<file path="config.mk">
export PLATFORM = sky130hd
export DESIGN_NAME = b32_stream_decoder
export DESIGN_NICKNAME = d
export VERILOG_FILES = /design/src/rtl/b32_pkg.sv /design/src/rtl/b32_rst_sync.sv /design/src/rtl/b32_symbol_map.sv /design/src/rtl/b32_bit_packer.sv /design/src/rtl/b32_term_ctrl.sv /design/src/rtl/b32_stream_decoder.sv
export SDC_FILE = /design/constraint.sdc
export NUM_CORES = 1
export LEC_CHECK = 0
export BUFFER_PORTS_ARGS = -buffer_cell sky130_fd_sc_hd__buf_4
export CELL_PAD_IN_SITES_DETAIL_PLACEMENT = 1
export CELL_PAD_IN_SITES_GLOBAL_PLACEMENT = 1
export CORE_UTILIZATION = 35
export CTS_BUF_LIST = sky130_fd_sc_hd__clkbuf_4 sky130_fd_sc_hd__clkbuf_8 sky130_fd_sc_hd__clkbuf_16
export CTS_CLUSTER_DIAMETER = 200
export CTS_CLUSTER_SIZE = 24
export DETAILED_ROUTE_END_ITERATION = 6
export HOLD_SLACK_MARGIN = 0.02
export PLACE_DENSITY = 0.74
export SETUP_SLACK_MARGIN = 0.1
export SLEW_MARGIN = 15
export SYNTH_ARGS = -nofsm -noshare
export SYNTH_HDL_FRONTEND = slang
export SYNTH_SLANG_ARGS = --single-unit
export TNS_END_PERCENT = 100
</file>
<file path="constraint.sdc">
create_clock -name clk -period 2.5 [get_ports clk]
set_input_delay 0.5 -clock clk [delete_from_list [all_inputs] [get_ports clk]]
set_output_delay 0.5 -clock clk [all_outputs]
set_load 0.02 [all_outputs]
</file>
<file path="src/rtl/b32_pkg.sv">
package b32_pkg;
  localparam int CHAR_BITS = 8;
  localparam int GROUP_BITS = 5;
  localparam int OCTET_BITS = 8;
  // residue of up to 7 bits plus one fresh group
  localparam int HOLD_BITS = OCTET_BITS - 1 + GROUP_BITS;

  localparam logic [7:0] ASC_UP_A = 8'h41;
  localparam logic [7:0] ASC_UP_Z = 8'h5A;
  localparam logic [7:0] ASC_DIG2 = 8'h32;
  localparam logic [7:0] ASC_DIG7 = 8'h37;
  localparam logic [7:0] ASC_PAD = 8'h3D;
  localparam int LETTER_COUNT = 26;
endpackage

</file>
<file path="src/rtl/b32_rst_sync.sv">
module b32_rst_sync (
  input  logic clk,
  input  logic rst_n,
  output logic rst_sync_n
);
  logic [1:0] stage_q;

  always_ff @(posedge clk or negedge rst_n) begin
    if (!rst_n) begin
      stage_q <= 2'b00;
    end else begin
      stage_q <= {stage_q[0], 1'b1};
    end
  end

  assign rst_sync_n = stage_q[1];
endmodule

</file>
<file path="src/rtl/b32_symbol_map.sv">
module b32_symbol_map
  import b32_pkg::*;
#(
  parameter int CHAR_W = CHAR_BITS,
  parameter int SYM_W = GROUP_BITS
) (
  input  logic [CHAR_W-1:0] ch,
  output logic              is_data,
  output logic              is_pad,
  output logic [SYM_W-1:0]  value
);
  logic is_letter;
  logic is_digit;

  always_comb begin
    is_letter = (ch >= CHAR_W'(ASC_UP_A)) && (ch <= CHAR_W'(ASC_UP_Z));
    is_digit  = (ch >= CHAR_W'(ASC_DIG2)) && (ch <= CHAR_W'(ASC_DIG7));
    is_pad    = (ch == CHAR_W'(ASC_PAD));
    is_data   = is_letter || is_digit;
    if (is_letter) begin
      value = SYM_W'(ch - CHAR_W'(ASC_UP_A));
    end else if (is_digit) begin
      value = SYM_W'(ch - CHAR_W'(ASC_DIG2) + CHAR_W'(LETTER_COUNT));
    end else begin
      value = '0;
    end
  end
endmodule

</file>
<file path="src/rtl/b32_bit_packer.sv">
module b32_bit_packer #(
  parameter int SYM_W = 5,
  parameter int OUT_W = 8,
  parameter int ACC_W = 12
) (
  input  logic             clk,
  input  logic             rst_n,
  input  logic             push,
  input  logic [SYM_W-1:0] sym,
  input  logic             pop,
  input  logic             flush,
  output logic             word_valid,
  output logic [OUT_W-1:0] word
);
  localparam int CNT_W = $clog2(ACC_W + 1);

  logic [ACC_W-1:0] acc_q, acc_d;
  logic [CNT_W-1:0] cnt_q, cnt_d, cnt_pop, shamt;
  logic             en;

  assign word_valid = (cnt_q >= CNT_W'(OUT_W));
  assign shamt = cnt_q - CNT_W'(OUT_W);
  assign word = OUT_W'(acc_q >> shamt);
  assign en = push || pop || flush;

  always_comb begin
    cnt_pop = pop ? (cnt_q - CNT_W'(OUT_W)) : cnt_q;
    cnt_d = cnt_pop;
    acc_d = acc_q;
    if (flush) begin
      cnt_d = '0;
      acc_d = '0;
    end else if (push) begin
      acc_d = {acc_q[ACC_W-SYM_W-1:0], sym};
      cnt_d = cnt_pop + CNT_W'(SYM_W);
    end
  end

  always_ff @(posedge clk or negedge rst_n) begin
    if (!rst_n) begin
      acc_q <= '0;
      cnt_q <= '0;
    end else if (en) begin
      acc_q <= acc_d;
      cnt_q <= cnt_d;
    end
  end
endmodule

</file>
<file path="src/rtl/b32_term_ctrl.sv">
module b32_term_ctrl (
  input  logic clk,
  input  logic rst_n,
  input  logic take,
  input  logic is_data,
  input  logic is_pad,
  output logic push,
  output logic flush,
  output logic end_pulse,
  output logic err_flag
);
  logic pad_q, pad_d;
  logic err_q, err_d;
  logic end_q, end_d;
  logic bad;

  always_comb begin
    push  = take && is_data && !pad_q;
    flush = take && is_pad && !pad_q;
    bad   = take && ((!is_data && !is_pad) || (is_data && pad_q));
    pad_d = pad_q || flush;
    err_d = err_q || bad;
    end_d = flush;
  end

  always_ff @(posedge clk or negedge rst_n) begin
    if (!rst_n) begin
      pad_q <= 1'b0;
      err_q <= 1'b0;
      end_q <= 1'b0;
    end else begin
      pad_q <= pad_d;
      err_q <= err_d;
      end_q <= end_d;
    end
  end

  assign end_pulse = end_q;
  assign err_flag = err_q;
endmodule

</file>
<file path="src/rtl/b32_stream_decoder.sv">
module b32_stream_decoder
  import b32_pkg::*;
#(
  parameter int CHAR_W = CHAR_BITS,
  parameter int SYM_W = GROUP_BITS,
  parameter int BYTE_W = OCTET_BITS,
  parameter int ACC_W = HOLD_BITS
) (
  input  logic              clk,
  input  logic              rst_n,
  input  logic              in_valid,
  input  logic [CHAR_W-1:0] in_char,
  output logic              in_ready,
  output logic              out_valid,
  output logic [BYTE_W-1:0] out_byte,
  input  logic              out_ready,
  output logic              msg_end,
  output logic              err
);
  logic             rst_sync_n;
  logic             sym_data, sym_pad;
  logic [SYM_W-1:0] sym_val;
  logic             take, push, pop, flush;

  b32_rst_sync rst_i (
    .clk(clk), .rst_n(rst_n), .rst_sync_n(rst_sync_n)
  );

  b32_symbol_map #(.CHAR_W(CHAR_W), .SYM_W(SYM_W)) map_i (
    .ch(in_char), .is_data(sym_data), .is_pad(sym_pad), .value(sym_val)
  );

  assign pop = out_valid && out_ready;
  assign in_ready = rst_sync_n && (!out_valid || out_ready);
  assign take = in_valid && in_ready;

  b32_term_ctrl term_i (
    .clk(clk), .rst_n(rst_sync_n), .take(take),
    .is_data(sym_data), .is_pad(sym_pad),
    .push(push), .flush(flush), .end_pulse(msg_end), .err_flag(err)
  );

  b32_bit_packer #(.SYM_W(SYM_W), .OUT_W(BYTE_W), .ACC_W(ACC_W)) pack_i (
    .clk(clk), .rst_n(rst_sync_n), .push(push), .sym(sym_val),
    .pop(pop), .flush(flush), .word_valid(out_valid), .word(out_byte)
  );
endmodule

</file>
Word-level counts from Yosys, hierarchy flattened --
Index checks and enable logic that the tools add are counted.
Word-level totals: input port bits 12, memories kept 0, bits in latches 0, ROM bits 0, bits in writable memories 0, output and inout bits 12, word-level logic and storage cells 50, register bits after elaboration 21
Operators by class: equality and inequality tests 1, bitwise logic cells 0, add/subtract/negate cells 5, multiply operators 0, muxes and demuxes 7, shift-type cells 1, order comparisons 5, divide/modulo/power cells 0, reduce and logical (&&, ||, !) cells 25
Operators by type and width (count):
- 12-bit two-way mux | 2
- 1-bit logical AND | 12
- 4-bit two-way mux | 3
- 12-bit by 4-bit right shift with 8-bit output | 1
- 5-bit two-way mux | 2
- 8-bit by 6-bit == test with 1-bit output, second input constant | 1
- 8-bit by 6-bit greater-or-equal comparator with 1-bit output, second input constant | 1
- 8-bit by 7-bit greater-or-equal comparator with 1-bit output, second input constant | 1
- 8-bit by 6-bit less-or-equal comparator with 1-bit output, second input constant | 1
- 8-bit by 7-bit less-or-equal comparator with 1-bit output, second input constant | 1
- 1-bit logical OR | 7
- 5-bit adder, second input constant | 1
- 5-bit by 1-bit subtractor with 5-bit output, second input constant | 1
- 5-bit subtractor, second input constant | 1
- 4-bit by 3-bit adder with 4-bit output, second input constant | 1
- 4-bit greater-or-equal comparator, second input constant | 1
- 1-bit logical NOT | 4
- 4-bit subtractor, second input constant | 1
- 2-bit AND reduction | 1
- 2-bit nonzero test | 1

Logic depth before layout (Yosys ltp) --
depth in word-level cells 10, gate-level depth with buffers 8, depth with buffers taken out 7

By module --
A second synthesis with hierarchy kept.
Second synthesis, totals: cell total of the unflattened synthesis 159, area total of the unflattened synthesis 1682.9 sq um
Modules (own cells, without submodules):
- b32_bit_packer | times used 1, cells an instance 106, sequential area each 400.4 sq um, area an instance 1198.6 sq um
- b32_symbol_map | times used 1, cells an instance 37, sequential area each 0.0 sq um, area an instance 280.3 sq um
- b32_term_ctrl | times used 1, cells an instance 9, sequential area each 75.1 sq um, area an instance 123.9 sq um
- b32_rst_sync | times used 1, cells an instance 3, sequential area each 50.0 sq um, area an instance 53.8 sq um
- b32_stream_decoder | times used 1, cells an instance 4, sequential area each 0.0 sq um, area an instance 26.3 sq um

Least setup slack after synthesis --
No wires, ideal clock.
path type register -> output, start reg pack_i.cnt_q[0], end out out_byte[0], slack 0.220 ns, path buffers 2, data required time 2.000 ns, data arrival time 1.780 ns, stages on the path, launching flop included 6, cells stage by stage dfrtp_1 clkbuf_1 buf_2 mux2i_1 mux4_2 o22ai_1
Between the ends: longest elaborated chain between the ends 2
Ends and longest elaborated chain:
- from (decl) | RTL line b32_bit_packer.sv:18 | logic [CNT_W-1:0] cnt_q, cnt_d, cnt_pop, shamt;
- from (signal assigned) | RTL line b32_bit_packer.sv:45 | cnt_q <= cnt_d;
- 4-bit subtractor | RTL line b32_bit_packer.sv:22 | assign shamt = cnt_q - CNT_W'(OUT_W);
- 12-bit by 4-bit right shift with 8-bit output | RTL line b32_bit_packer.sv:23 | assign word = OUT_W'(acc_q >> shamt);
- to (decl) | RTL line b32_stream_decoder.sv:15 | output logic [BYTE_W-1:0] out_byte,
No other way between the ends.

Worst setup path after layout --
start reg pack_i.cnt_q[0], end out out_byte[1]
Same word-level chain as after synthesis.

==> summary.txt <==
status: finished, final reports clean
Flop pwr share: 35.9%
drt total wl: 4164 µm
Fin Hold WS: 0.2994 ns
clk sinks: 21
Pins Over Slew Limit: 0
Ports: 24
Pwr Total: 0.001445 W
fraction of layout cells with a size suffix above 1: 31.05%
Post-synth EDFFs: 0
CP max FO: 6
final worst slack: 0.1052 ns
largest net degree at the start of global routing: 21
clock skew: 0.003454 ns
syn_nets: 177
Final min period: 2.395 ns
measured slew at the worst slew-check pin: 0.5471 ns
reg-to-reg startpoint: pack_i.cnt_q[3]
initial antenna violation count: 0
Synth top area share: 34.62%
synth warn: 0
Seq cells post-synth: 21
die area: 4604 µm²
reg-to-reg critical path endpoint: pack_i.cnt_q[0]
setup TNS: 0 ns
core area: 4086 µm²
Bufs on Longest Clock Path: 2
internal power: 0.0008757 W
clk_lat worst skew: 0.26 ns
htree depth: 1
Max Cap Viol: 0
FFs w/ async S/R, synth: 100.0%
Sw Share: 39.39%
Iteration-0 DRC Markers: 56
fmax: 417.6 MHz
row cnt: 23
Starting Density: 37.14%
IR drop worst, VDD: 0.1957 mV
Relative slew margins: 63.53%
Core Util, Final: 46.33%
Final Hold Fails: 0
RSZ-0062 raised after global routing: true
n_diodes: 0
combinational share of power: 48.0%
PD cells: 763.2 nW/µm²
Clock Power Share: 16.1%
Routed Antenna Nets: 0
gr usage total: 19.78%
HP Class: flop to asynchronous set/reset pin
Worst Reg-to-Reg Cells: 6
grt total ovfl: 0
Port Buffers: 23
final net count: 209
DP Wirelength: 3117 µm
CTS tree: yes
Seq/Total Area, Yosys: 34.62%
period utilization: 95.79%
critical path startpoint category: flop
vias in the first global route: 1417
Final GP Congestion: 0.7540
Remaining DRCs: 0
Area Overhead vs Synth: 24.73%
vias: 1376
Die Wd: 67.85 µm
Mapped Area: 1518 µm²
Synth area leader: dfrtp_1
reg2reg setup slack: 0.61 ns
Static Leak: 0.8430 nW
drt first pass iters: 4
Mapped Cells: 159
top post-synthesis cells by area: dfrtp_1 (35%), mux2i_1 (5.9%), a22o_1 (5.8%)
Sw Pwr: 0.0005691 W
post-synthesis cell type count: 50
worst endpoint required time: 2.00 ns
global-route wire length before repair: 6803 µm
DP Worst Slack: 0.1255 ns
CTS Buf Count: 3
CTS root buf: clkbuf_8
die height: 67.85 µm
Worst setup EP type: primary output
Avg Cell Area, Syn: 9.545 µm²
Arr. time, crit path: 1.89 ns
# setup viols final: 0
top_reg_cell synth: dfrtp_1
WL per Instance: 17.35 µm
Setup CP Type: flop to primary output
DR vias/cell: 5.733
clock slew at reported path FFs: 0.08 ns
==> stage by stage <==
step	instance area (µm²)	std cells
2_1_floorplan	1518	159
3_3_place_gp	1748	229
3_5_place_dp	1748	229
4_1_cts	1836	236
5_1_grt	1893	240
6_report	1893	240
==> per-layer routing <==
layer | share of wire, % | vias up | track usage, %
met5 | 0 | - | 0
met4 | 1.9 | 0 | 6.771
met3 | 1.9 | 6 | 0.6667
met2 | 56 | 30 | 38.00
met1 | 40 | 684 | 23.25
li1 | - | 656 | -
==> repair_timing <==
action                     CTS  global route
buffers inserted             2             4
pin swaps                    0             0
setup endpoints to repair    8             7
hold buffers                 1             0
hold endpoints to repair     2             0
gates resized for setup      1             8
==> worst max-delay path, stage by stage (launching register included) <==
cell and delay, ns:
dfrtp_2 0.42, buf_6 0.13, buf_4 0.13, mux2i_1 0.16
mux4_2 0.49, o22ai_2 0.16, buf_6 0.14
==> cell families after synthesis <==
logic type      count (synthesis)  share of synthesized area (%)
fa+ha+maj                       6                          4.946
mux                            15                          11.87
flops                          21                          34.62
compound gates                 47                          22.75
simple gates                   53                          19.95
buf+inv                        15                          5.028
xor+xnor                        1                         0.5772
other cells                     1                         0.2471
==> sequential cells by signal, summed over array words and instances (netlist names) <==
name,cells
pack_i.acc_q,12
pack_i.cnt_q,4
rst_i.stage_q,2
term_i.end_pulse,1
term_i.err_flag,1
term_i.pad_q,1
==> cell usage after synthesis (2+ instances only) <==
cell type / n
nand2b_1: 3
a21oi_1: 4
nand3_1: 3
ha_1: 6
o31ai_1: 5
mux2i_1: 9
nand2_1: 17
nand4_1: 2
a22o_1: 10
o22ai_1: 4
buf_6: 2
dfrtp_1: 21
mux4_2: 2
o21ai_0: 12
nor3b_1: 2
nor3_1: 4
inv_1: 4
nor2_1: 6
clkbuf_1: 5
and2_1: 5
mux2_2: 4
==> layout make-up <==
cell class                      count  area, µm²
Inverter                            5      18.77
Multi-Input combinational cell    123      928.4
Tap cell                           50      62.56
Timing Repair Buffer               37      307.8
Sequential cell                    21      526.8
Fill cell                         491       2193
Clock buffer                        4      48.80
==> power groups by stage <==
stage               Combinational (W)  Clock [W]  Sequential, W
floorplan                    0.000455          0       0.000469
global placement             0.000542          0       0.000528
detailed placement           0.000577          0       0.000541
CTS                          0.000617   0.000236       0.000533
global route                 0.000765   0.000254       0.000529
finish                       0.000694   0.000232       0.000518
==> placed cells by master, fill, tap and decap left out, types with 4 or more instances in the layout <==
cell type,Yosys,routed
mux2_2,4,4
nand2_1,17,17
a22o_1,10,10
inv_1,4,4
o31ai_1,5,5
nor3_1,4,4
mux2i_1,9,9
a21oi_1,4,4
dfrtp_1,21,20
buf_6,2,4
and2_1,5,5
nor2_1,6,6
buf_4,1,31
ha_1,6,6
o21ai_0,12,11
==> worst max path at each step <==
stage	from	end	depth (start not counted)
6_report	pack_i.cnt_q[0]	out_byte[1]	6
5_1_grt	pack_i.cnt_q[0]	out_byte[0]	6
4_1_cts	pack_i.cnt_q[0]	out_byte[4]	5
2_1_floorplan	pack_i.cnt_q[0]	out_byte[0]	5
3_5_place_dp	in_char[1]	pack_i.cnt_q[0]	8
3_3_place_gp	in_char[0]	pack_i.cnt_q[0]	8
Power figures use the tool's default switching activity.
